==> config.mk <==
export PLATFORM = sky130hd
export DESIGN_NAME = wb_snoop_buffer
export DESIGN_NICKNAME = d
export VERILOG_FILES = /design/src/rtl/wbb_pkg.sv /design/src/rtl/wbb_store.sv /design/src/rtl/wbb_port.sv /design/src/rtl/wb_snoop_buffer.sv
export SDC_FILE = /design/constraint.sdc
export NUM_CORES = 1
export LEC_CHECK = 0
export BUFFER_PORTS_ARGS = -buffer_cell sky130_fd_sc_hd__buf_2
export CORE_MARGIN = 1
export CORE_UTILIZATION = 30
export CTS_CLUSTER_DIAMETER = 200
export DETAILED_ROUTE_END_ITERATION = 8
export PLACE_DENSITY = 0.51
export SLEW_MARGIN = 40
export SYNTH_ARGS = -nofsm -noshare
export SYNTH_HDL_FRONTEND = slang
export SYNTH_SLANG_ARGS = --single-unit
==> constraint.sdc <==
create_clock -name clk -period 18.3 [get_ports clk]
set_input_delay 4.575 -clock clk [delete_from_list [all_inputs] [get_ports clk]]
set_output_delay 4.575 -clock clk [all_outputs]
set_load 0.01 [all_outputs]
==> src/rtl/wbb_pkg.sv <==
package wbb_pkg;
    // Occupant of the single memory request port
    typedef enum logic [1:0] {
        PORT_IDLE  = 2'd0,
        PORT_READ  = 2'd1,
        PORT_WRITE = 2'd2
    } wbb_port_e;
endpackage

==> src/rtl/wbb_store.sv <==
module wbb_store #(
    parameter int DEPTH  = 4,
    parameter int IDX_W  = 4,
    parameter int TAG_W  = 8,
    parameter int LINE_W = 64,
    localparam int PTR_W = $clog2(DEPTH),
    localparam int CNT_W = $clog2(DEPTH + 1)
) (
    input  logic              clk,
    input  logic              rst_n,
    input  logic              push_i,
    input  logic [IDX_W-1:0]  push_idx_i,
    input  logic [TAG_W-1:0]  push_tag_i,
    input  logic [LINE_W-1:0] push_data_i,
    input  logic              pop_i,
    input  logic [IDX_W-1:0]  look_idx_i,
    input  logic [TAG_W-1:0]  look_tag_i,
    output logic              look_hit_o,
    output logic [LINE_W-1:0] look_data_o,
    output logic [IDX_W-1:0]  head_idx_o,
    output logic [TAG_W-1:0]  head_tag_o,
    output logic [LINE_W-1:0] head_data_o,
    output logic [CNT_W-1:0]  count_o,
    output logic              full_o,
    output logic              overflow_o
);
    typedef struct packed {
        logic [DEPTH-1:0][IDX_W-1:0]  idx;
        logic [DEPTH-1:0][TAG_W-1:0]  tag;
        logic [DEPTH-1:0][LINE_W-1:0] data;
        logic [PTR_W-1:0]             head;
        logic [PTR_W-1:0]             tail;
        logic [CNT_W-1:0]             count;
        logic                         ovf;
    } store_t;

    store_t st_d, st_q;

    assign full_o      = (st_q.count == CNT_W'(DEPTH));
    assign count_o     = st_q.count;
    assign overflow_o  = st_q.ovf;
    assign head_idx_o  = st_q.idx[st_q.head];
    assign head_tag_o  = st_q.tag[st_q.head];
    assign head_data_o = st_q.data[st_q.head];

    // Per-slot age (0 = oldest) and match against the lookup key
    logic [DEPTH-1:0][PTR_W-1:0] age;
    logic [DEPTH-1:0]            hit_vec;

    for (genvar s = 0; s < DEPTH; s++) begin : g_slot
        assign age[s]     = PTR_W'(s) - st_q.head;
        assign hit_vec[s] = (CNT_W'(age[s]) < st_q.count)
                          && (st_q.idx[s] == look_idx_i)
                          && (st_q.tag[s] == look_tag_i);
    end

    // Youngest matching slot wins
    logic [PTR_W-1:0] best_slot;
    logic [PTR_W-1:0] best_age;
    logic             found;

    always_comb begin
        found     = 1'b0;
        best_slot = '0;
        best_age  = '0;
        for (int s = 0; s < DEPTH; s++) begin
            if (hit_vec[s] && (!found || age[s] > best_age)) begin
                found     = 1'b1;
                best_slot = PTR_W'(s);
                best_age  = age[s];
            end
        end
    end

    assign look_hit_o  = found;
    assign look_data_o = st_q.data[best_slot];

    logic accept;
    assign accept = push_i && !full_o;

    always_comb begin
        st_d     = st_q;
        st_d.ovf = push_i && full_o;
        if (pop_i) begin
            st_d.head = st_q.head + 1'b1;
        end
        if (accept) begin
            st_d.idx[st_q.tail]  = push_idx_i;
            st_d.tag[st_q.tail]  = push_tag_i;
            st_d.data[st_q.tail] = push_data_i;
            st_d.tail            = st_q.tail + 1'b1;
        end
        st_d.count = st_q.count + CNT_W'(accept) - CNT_W'(pop_i);
    end

    always_ff @(posedge clk) begin
        if (!rst_n) st_q <= '0;
        else        st_q <= st_d;
    end

    a_r2_count_bound: assert property (@(posedge clk) disable iff (!rst_n)
        st_q.count <= CNT_W'(DEPTH));

    a_r5_pop_nonempty: assert property (@(posedge clk) disable iff (!rst_n)
        pop_i |-> st_q.count != '0);

    a_r3_overflow_after_full: assert property (@(posedge clk) disable iff (!rst_n)
        overflow_o |-> $past(full_o));

    a_r3_drop_keeps_count: assert property (@(posedge clk) disable iff (!rst_n)
        (push_i && full_o && !pop_i) |=> full_o);
endmodule

==> src/rtl/wbb_port.sv <==
module wbb_port
    import wbb_pkg::*;
#(
    parameter int IDX_W  = 4,
    parameter int TAG_W  = 8,
    parameter int LINE_W = 64
) (
    input  logic              clk,
    input  logic              rst_n,
    input  logic              fill_valid_i,
    input  logic [IDX_W-1:0]  fill_idx_i,
    input  logic [TAG_W-1:0]  fill_tag_i,
    input  logic              snoop_hit_i,
    input  logic [LINE_W-1:0] snoop_data_i,
    input  logic              wb_pending_i,
    input  logic [IDX_W-1:0]  head_idx_i,
    input  logic [TAG_W-1:0]  head_tag_i,
    input  logic [LINE_W-1:0] head_data_i,
    input  logic              mem_ack_i,
    output logic              fill_ready_o,
    output logic              fwd_valid_o,
    output logic [LINE_W-1:0] fwd_data_o,
    output logic              mem_valid_o,
    output logic              mem_write_o,
    output logic [IDX_W-1:0]  mem_idx_o,
    output logic [TAG_W-1:0]  mem_tag_o,
    output logic [LINE_W-1:0] mem_data_o,
    output logic              pop_o
);
    typedef struct packed {
        wbb_port_e         kind;
        logic [IDX_W-1:0]  idx;
        logic [TAG_W-1:0]  tag;
        logic [LINE_W-1:0] data;
        logic              ack_seen;
        logic              fwd_v;
        logic [LINE_W-1:0] fwd_data;
    } port_t;

    port_t pt_d, pt_q;

    logic busy, ack, take_fill, launch_wb;

    assign busy         = (pt_q.kind != PORT_IDLE);
    assign ack          = busy && mem_ack_i;
    assign fill_ready_o = !busy;
    assign take_fill    = fill_valid_i && !busy;
    // Fill has priority; a write-back waits one extra cycle after an ack
    assign launch_wb    = !busy && !fill_valid_i && wb_pending_i && !pt_q.ack_seen;
    assign pop_o        = ack && (pt_q.kind == PORT_WRITE);

    always_comb begin
        pt_d          = pt_q;
        pt_d.ack_seen = ack;
        pt_d.fwd_v    = take_fill && snoop_hit_i;
        if (take_fill && snoop_hit_i) begin
            pt_d.fwd_data = snoop_data_i;
        end
        if (ack) begin
            pt_d.kind = PORT_IDLE;
        end else if (take_fill && !snoop_hit_i) begin
            pt_d.kind = PORT_READ;
            pt_d.idx  = fill_idx_i;
            pt_d.tag  = fill_tag_i;
            pt_d.data = '0;
        end else if (launch_wb) begin
            pt_d.kind = PORT_WRITE;
            pt_d.idx  = head_idx_i;
            pt_d.tag  = head_tag_i;
            pt_d.data = head_data_i;
        end
    end

    always_ff @(posedge clk) begin
        if (!rst_n) pt_q <= '0;
        else        pt_q <= pt_d;
    end

    assign mem_valid_o = busy;
    assign mem_write_o = (pt_q.kind == PORT_WRITE);
    assign mem_idx_o   = pt_q.idx;
    assign mem_tag_o   = pt_q.tag;
    assign mem_data_o  = pt_q.data;
    assign fwd_valid_o = pt_q.fwd_v;
    assign fwd_data_o  = pt_q.fwd_data;

    a_r5_hold_until_ack: assert property (@(posedge clk) disable iff (!rst_n)
        (mem_valid_o && !mem_ack_i) |=> (mem_valid_o && $stable(mem_write_o)
            && $stable(mem_idx_o) && $stable(mem_tag_o) && $stable(mem_data_o)));

    a_r10_wb_gap: assert property (@(posedge clk) disable iff (!rst_n)
        (mem_valid_o && mem_ack_i) |=> !mem_valid_o ##1 !(mem_valid_o && mem_write_o));

    a_r8_fwd_no_mem: assert property (@(posedge clk) disable iff (!rst_n)
        fwd_valid_o |-> !mem_valid_o);

    a_r7_read_from_fill: assert property (@(posedge clk) disable iff (!rst_n)
        (mem_valid_o && !mem_write_o && !$past(mem_valid_o))
            |-> $past(fill_valid_i && !snoop_hit_i));
endmodule

==> src/rtl/wb_snoop_buffer.sv <==
module wb_snoop_buffer #(
    parameter int DEPTH  = 4,
    parameter int IDX_W  = 4,
    parameter int TAG_W  = 8,
    parameter int LINE_W = 64,
    localparam int CNT_W = $clog2(DEPTH + 1)
) (
    input  logic              clk,
    input  logic              rst_n,
    input  logic              evict_valid,
    input  logic [IDX_W-1:0]  evict_index,
    input  logic [TAG_W-1:0]  evict_tag,
    input  logic [LINE_W-1:0] evict_data,
    output logic              buf_full,
    output logic [CNT_W-1:0]  buf_count,
    output logic              buf_overflow,
    input  logic              fill_valid,
    input  logic [IDX_W-1:0]  fill_index,
    input  logic [TAG_W-1:0]  fill_tag,
    output logic              fill_ready,
    output logic              fwd_valid,
    output logic [LINE_W-1:0] fwd_data,
    output logic              mem_req_valid,
    output logic              mem_req_write,
    output logic [IDX_W-1:0]  mem_req_index,
    output logic [TAG_W-1:0]  mem_req_tag,
    output logic [LINE_W-1:0] mem_req_data,
    input  logic              mem_ack
);
    logic              pop, snoop_hit;
    logic [LINE_W-1:0] snoop_data, head_data;
    logic [IDX_W-1:0]  head_idx;
    logic [TAG_W-1:0]  head_tag;

    wbb_store #(.DEPTH(DEPTH), .IDX_W(IDX_W), .TAG_W(TAG_W), .LINE_W(LINE_W)) u_store (
        .clk         (clk),
        .rst_n       (rst_n),
        .push_i      (evict_valid),
        .push_idx_i  (evict_index),
        .push_tag_i  (evict_tag),
        .push_data_i (evict_data),
        .pop_i       (pop),
        .look_idx_i  (fill_index),
        .look_tag_i  (fill_tag),
        .look_hit_o  (snoop_hit),
        .look_data_o (snoop_data),
        .head_idx_o  (head_idx),
        .head_tag_o  (head_tag),
        .head_data_o (head_data),
        .count_o     (buf_count),
        .full_o      (buf_full),
        .overflow_o  (buf_overflow)
    );

    wbb_port #(.IDX_W(IDX_W), .TAG_W(TAG_W), .LINE_W(LINE_W)) u_port (
        .clk          (clk),
        .rst_n        (rst_n),
        .fill_valid_i (fill_valid),
        .fill_idx_i   (fill_index),
        .fill_tag_i   (fill_tag),
        .snoop_hit_i  (snoop_hit),
        .snoop_data_i (snoop_data),
        .wb_pending_i (buf_count != '0),
        .head_idx_i   (head_idx),
        .head_tag_i   (head_tag),
        .head_data_i  (head_data),
        .mem_ack_i    (mem_ack),
        .fill_ready_o (fill_ready),
        .fwd_valid_o  (fwd_valid),
        .fwd_data_o   (fwd_data),
        .mem_valid_o  (mem_req_valid),
        .mem_write_o  (mem_req_write),
        .mem_idx_o    (mem_req_index),
        .mem_tag_o    (mem_req_tag),
        .mem_data_o   (mem_req_data),
        .pop_o        (pop)
    );

    a_r2_full_count: assert property (@(posedge clk) disable iff (!rst_n)
        (buf_full && !mem_req_valid) |=> buf_count != '0);
endmodule

==> reports/qor.yml <==
cells_and_area:
  multi_input_area_um2: 12100
  layout_commonest_cell: "nand2_1"
  fin_area_um2: 26000
  layout.nets: 2814
  area_growth_pct: 11.0
  regArea_um2: 9140
  drive_gt1_share_pct: 16.9
  fill_cells: 8055
  layout_common_cells: "780 x nand2_1, 454 x dfxtp_1, 316 x a21boi_0"
die:
  initial_core_util_pct: 30.5
  die_x_um: 281
  coreArea_um2: 76600
  die_area_um2: 79000
  rows: 101
  floorplan.io_pins: 242
  die_h_um: 281
logic_synthesis:
  synthCells: 2774
  synth.avg_cell_area_um2: 8.43
  synthesis.nets: 2883
  synth_adder_area_share_pct: 0.888
  async_reset_ff_share_pct: 0
  synth-compound-area-share_pct: 23.4
  syn_area_um2: 23400
  synth_simple_gate_area_share_pct: 17.4
  yosysWarnings: 0
  synth_xor_area_share_pct: 1.95
  synth_flop_cell: "dfxtp_1"
  synthMuxAreaShare_pct: 7.50
  ys_types: 51
  synth_edf_count: 0
  synth_top_family_by_area: "compound AO/OA/AOI/OAI gates"
  seq_area_frac_synth_pct: 39.0
  ys_ff_latch: 456
place:
  routabilityCongestion: 0.741
  io_buffers: 241
  postPlaceCellArea_um2: 24100
  place_ws_ns: 7.72
  hpwl_um: 44900
critical_path:
  crit_required_ns: 18.82
  r2r_end: "u_port.fwd_data_o[35]"
  rr_worst_depth: 23
  worst_setup_path_end_kind: "register"
  worstSetupStartpointType: "primary input"
  rrSetupSlack_ns: 11.03
  cp.arrival_ns: 10.57
  path_max_fanout: 65
  crit_type: "primary input to register"
  r2r_start: "u_store.st_q[7]"
timing:
  fmax_mhz: 99.5
  setup_viol: 0
  period_share_pct: 54.9
  finalHoldViolCount: 0
  tns_ns: 0
  fin_crit_ns: 10.05
  max_slew.worst_pin.slew_ns: 0.822
  finClkSkew_ns: 0.0246
  slew_headroom_pct: 45.2
  rsz0062_at_grt: "no"
  timing.final.ws_setup_ns: 8.25
  maxSlewViolCount: 0
routing:
  vias: 19300
  first_pass_iters: 5
  viasPerCell: 5.10
  detail_route.wl_per_cell_um: 21.2
  ant_nets: 0
  drc: 0
  dr.first_iter.drc_count: 1423
  drt-total-wl_um: 80100
global_routing:
  first_global_vias: 18700
  grt.overflow.total: 0
  grt_pass1_wl_um: 120000
  grt_max_degree: 193
  grt_usage_pct: 19.8
  grt_antenna_before_repair: 9
pwr:
  power.density_nw_per_um2: 105
  p_leak_nw: 9.08
  ir_worst_vdd_mv: 0.0611
min_path:
  hp-start: "u_port.mem_data_o[30]"
  hold_end: "u_port.mem_data_o[30]"
  min_path_cells: 2
  min_path_type: "register to register"
clock_network:
  tritoncts: "done"
  cts_buffer_depth: 3
  insertion_delay_ns: 0.60
  cts.sinks: 456
  clk_pin_slew_worst_paths_ns: 0.06
  htreeDepth: 2
  cts_made_buffers: 55
  root_buffer: "clkbuf_16"
  postCtsSetupBuffers: 0
  cts_hold_buf: 0
  cts.repair.resized: 0
outcome:
  status: "finished clean"
flow_run:
  max_cap_violations: 0
cells in the mapped netlist, types with 3 or more instances:
cell type	instances	area [um2]
inv_1	11	41.3
a31oi_1	64	400
a21o_1	13	97.6
nor2b_1	6	37.5
clkbuf_1	157	589
nor2_1	9	33.8
and3_1	3	18.8
dfxtp_1	456	9130
o211ai_1	65	488
nor4_1	5	31.3
nand3_1	64	320
buf_2	71	355
and2_1	10	62.6
o21bai_1	64	480
xor2_1	26	228
o21ai_1	11	55.1
buf_4	151	1130
o21a_1	64	480
o21ai_0	56	280
nor3b_1	64	480
a21boi_0	316	2370
nand4_1	5	31.3
a21oi_1	131	656
buf_1	12	45.0
xnor2_1	26	228
ha_1	15	188
nand2_1	784	2940
mux4_2	76	1710
buf_6	11	124
through the flow:
step                      cells  utilization, %  power (W)  hold WS [ns]
final                      3781            33.9    0.00272         0.447
after global routing       3780            33.9    0.00285         0.467
after CTS                  3775            33.8    0.00276         0.451
after detailed placement   3675            31.4    0.00164         0.443
after global placement     3672            31.3    0.00163         0.442
after floorplan            2774               -    0.00146         0.436
cell families after synthesis:
| logic type | count (synthesis) |
|---|---|
| AOI/OAI and AO/OA | 798 |
| xor gates and xnor gates | 52 |
| adders and majority gates | 16 |
| buffers and inverters | 413 |
| DFF | 456 |
| muxes | 80 |
| and+or+nand+nor | 959 |
per-layer routing:
| metal | wire length (um) | global-route usage, % |
|---|---|---|
| met5 | 41 | 0 |
| met4 | 1800 | 5.93 |
| met3 | 4120 | 3.04 |
| met2 | 38200 | 33.3 |
| met1 | 36000 | 26.0 |
critical path, stage by stage:
cell	delay, ns
buf_2	0.16
xor2_1	0.16
nor4_1	0.38
o2111ai_1	0.24
a31o_4	0.40
buf_12	0.24
o22a_1	0.21
ha_1	0.30
nor2b_1	0.13
o21ai_0	0.47
a21o_2	0.24
buf_6	0.60
mux2_2	0.41
ha_1	0.27
nand2_1	0.04
o21ai_0	0.23
inv_1	0.16
a221oi_4	0.28
buf_6	0.63
a21oi_1	0.15
a31oi_1	0.19
worst max-delay path by stage:
stage | start | end | slack, ns
finish | fill_index[1] | u_port.fwd_data_o[35] | 8.25
global placement | fill_index[1] | u_port.fwd_data_o[62] | 7.37
global route | fill_index[1] | u_port.fwd_data_o[34] | 7.91
floorplan | fill_index[1] | u_port.fwd_data_o[2] | 8.95
CTS | fill_index[1] | u_port.fwd_data_o[32] | 8.36
detailed placement | fill_index[1] | u_port.fwd_data_o[32] | 7.72
flip-flops by register name, summed over array words and instances, names as in the netlist:
signal / count
u_store.count_o: 3
u_store.overflow_o: 1
u_store.st_q: 308
u_port.fwd_data_o: 64
u_port.mem_tag_o: 8
u_port.mem_data_o: 64
u_port.fwd_valid_o: 1
u_port.pt_q: 3
u_port.mem_idx_o: 4
power breakdown:
part | internal [W] | switching [W] | leakage, nW
combinational | 0.000181 | 0.000313 | 4.50
sequential | 0.00106 | 0.0000587 | 3.69
clock | 0.000661 | 0.000449 | 0.888
total | 0.00190 | 0.000820 | 9.08
cell type report:
type	instances	area share, %
Clock buffer	87	6.40
Sequential cell	456	35.2
Tap cell	1030	4.97
Multi-Input combinational cell	1905	46.5
Inverter	11	0.159
Antenna cell	3	0.0289
Clock inverter	13	0.569
Timing Repair Buffer	276	6.21
(Power assumes the default switching activity.)
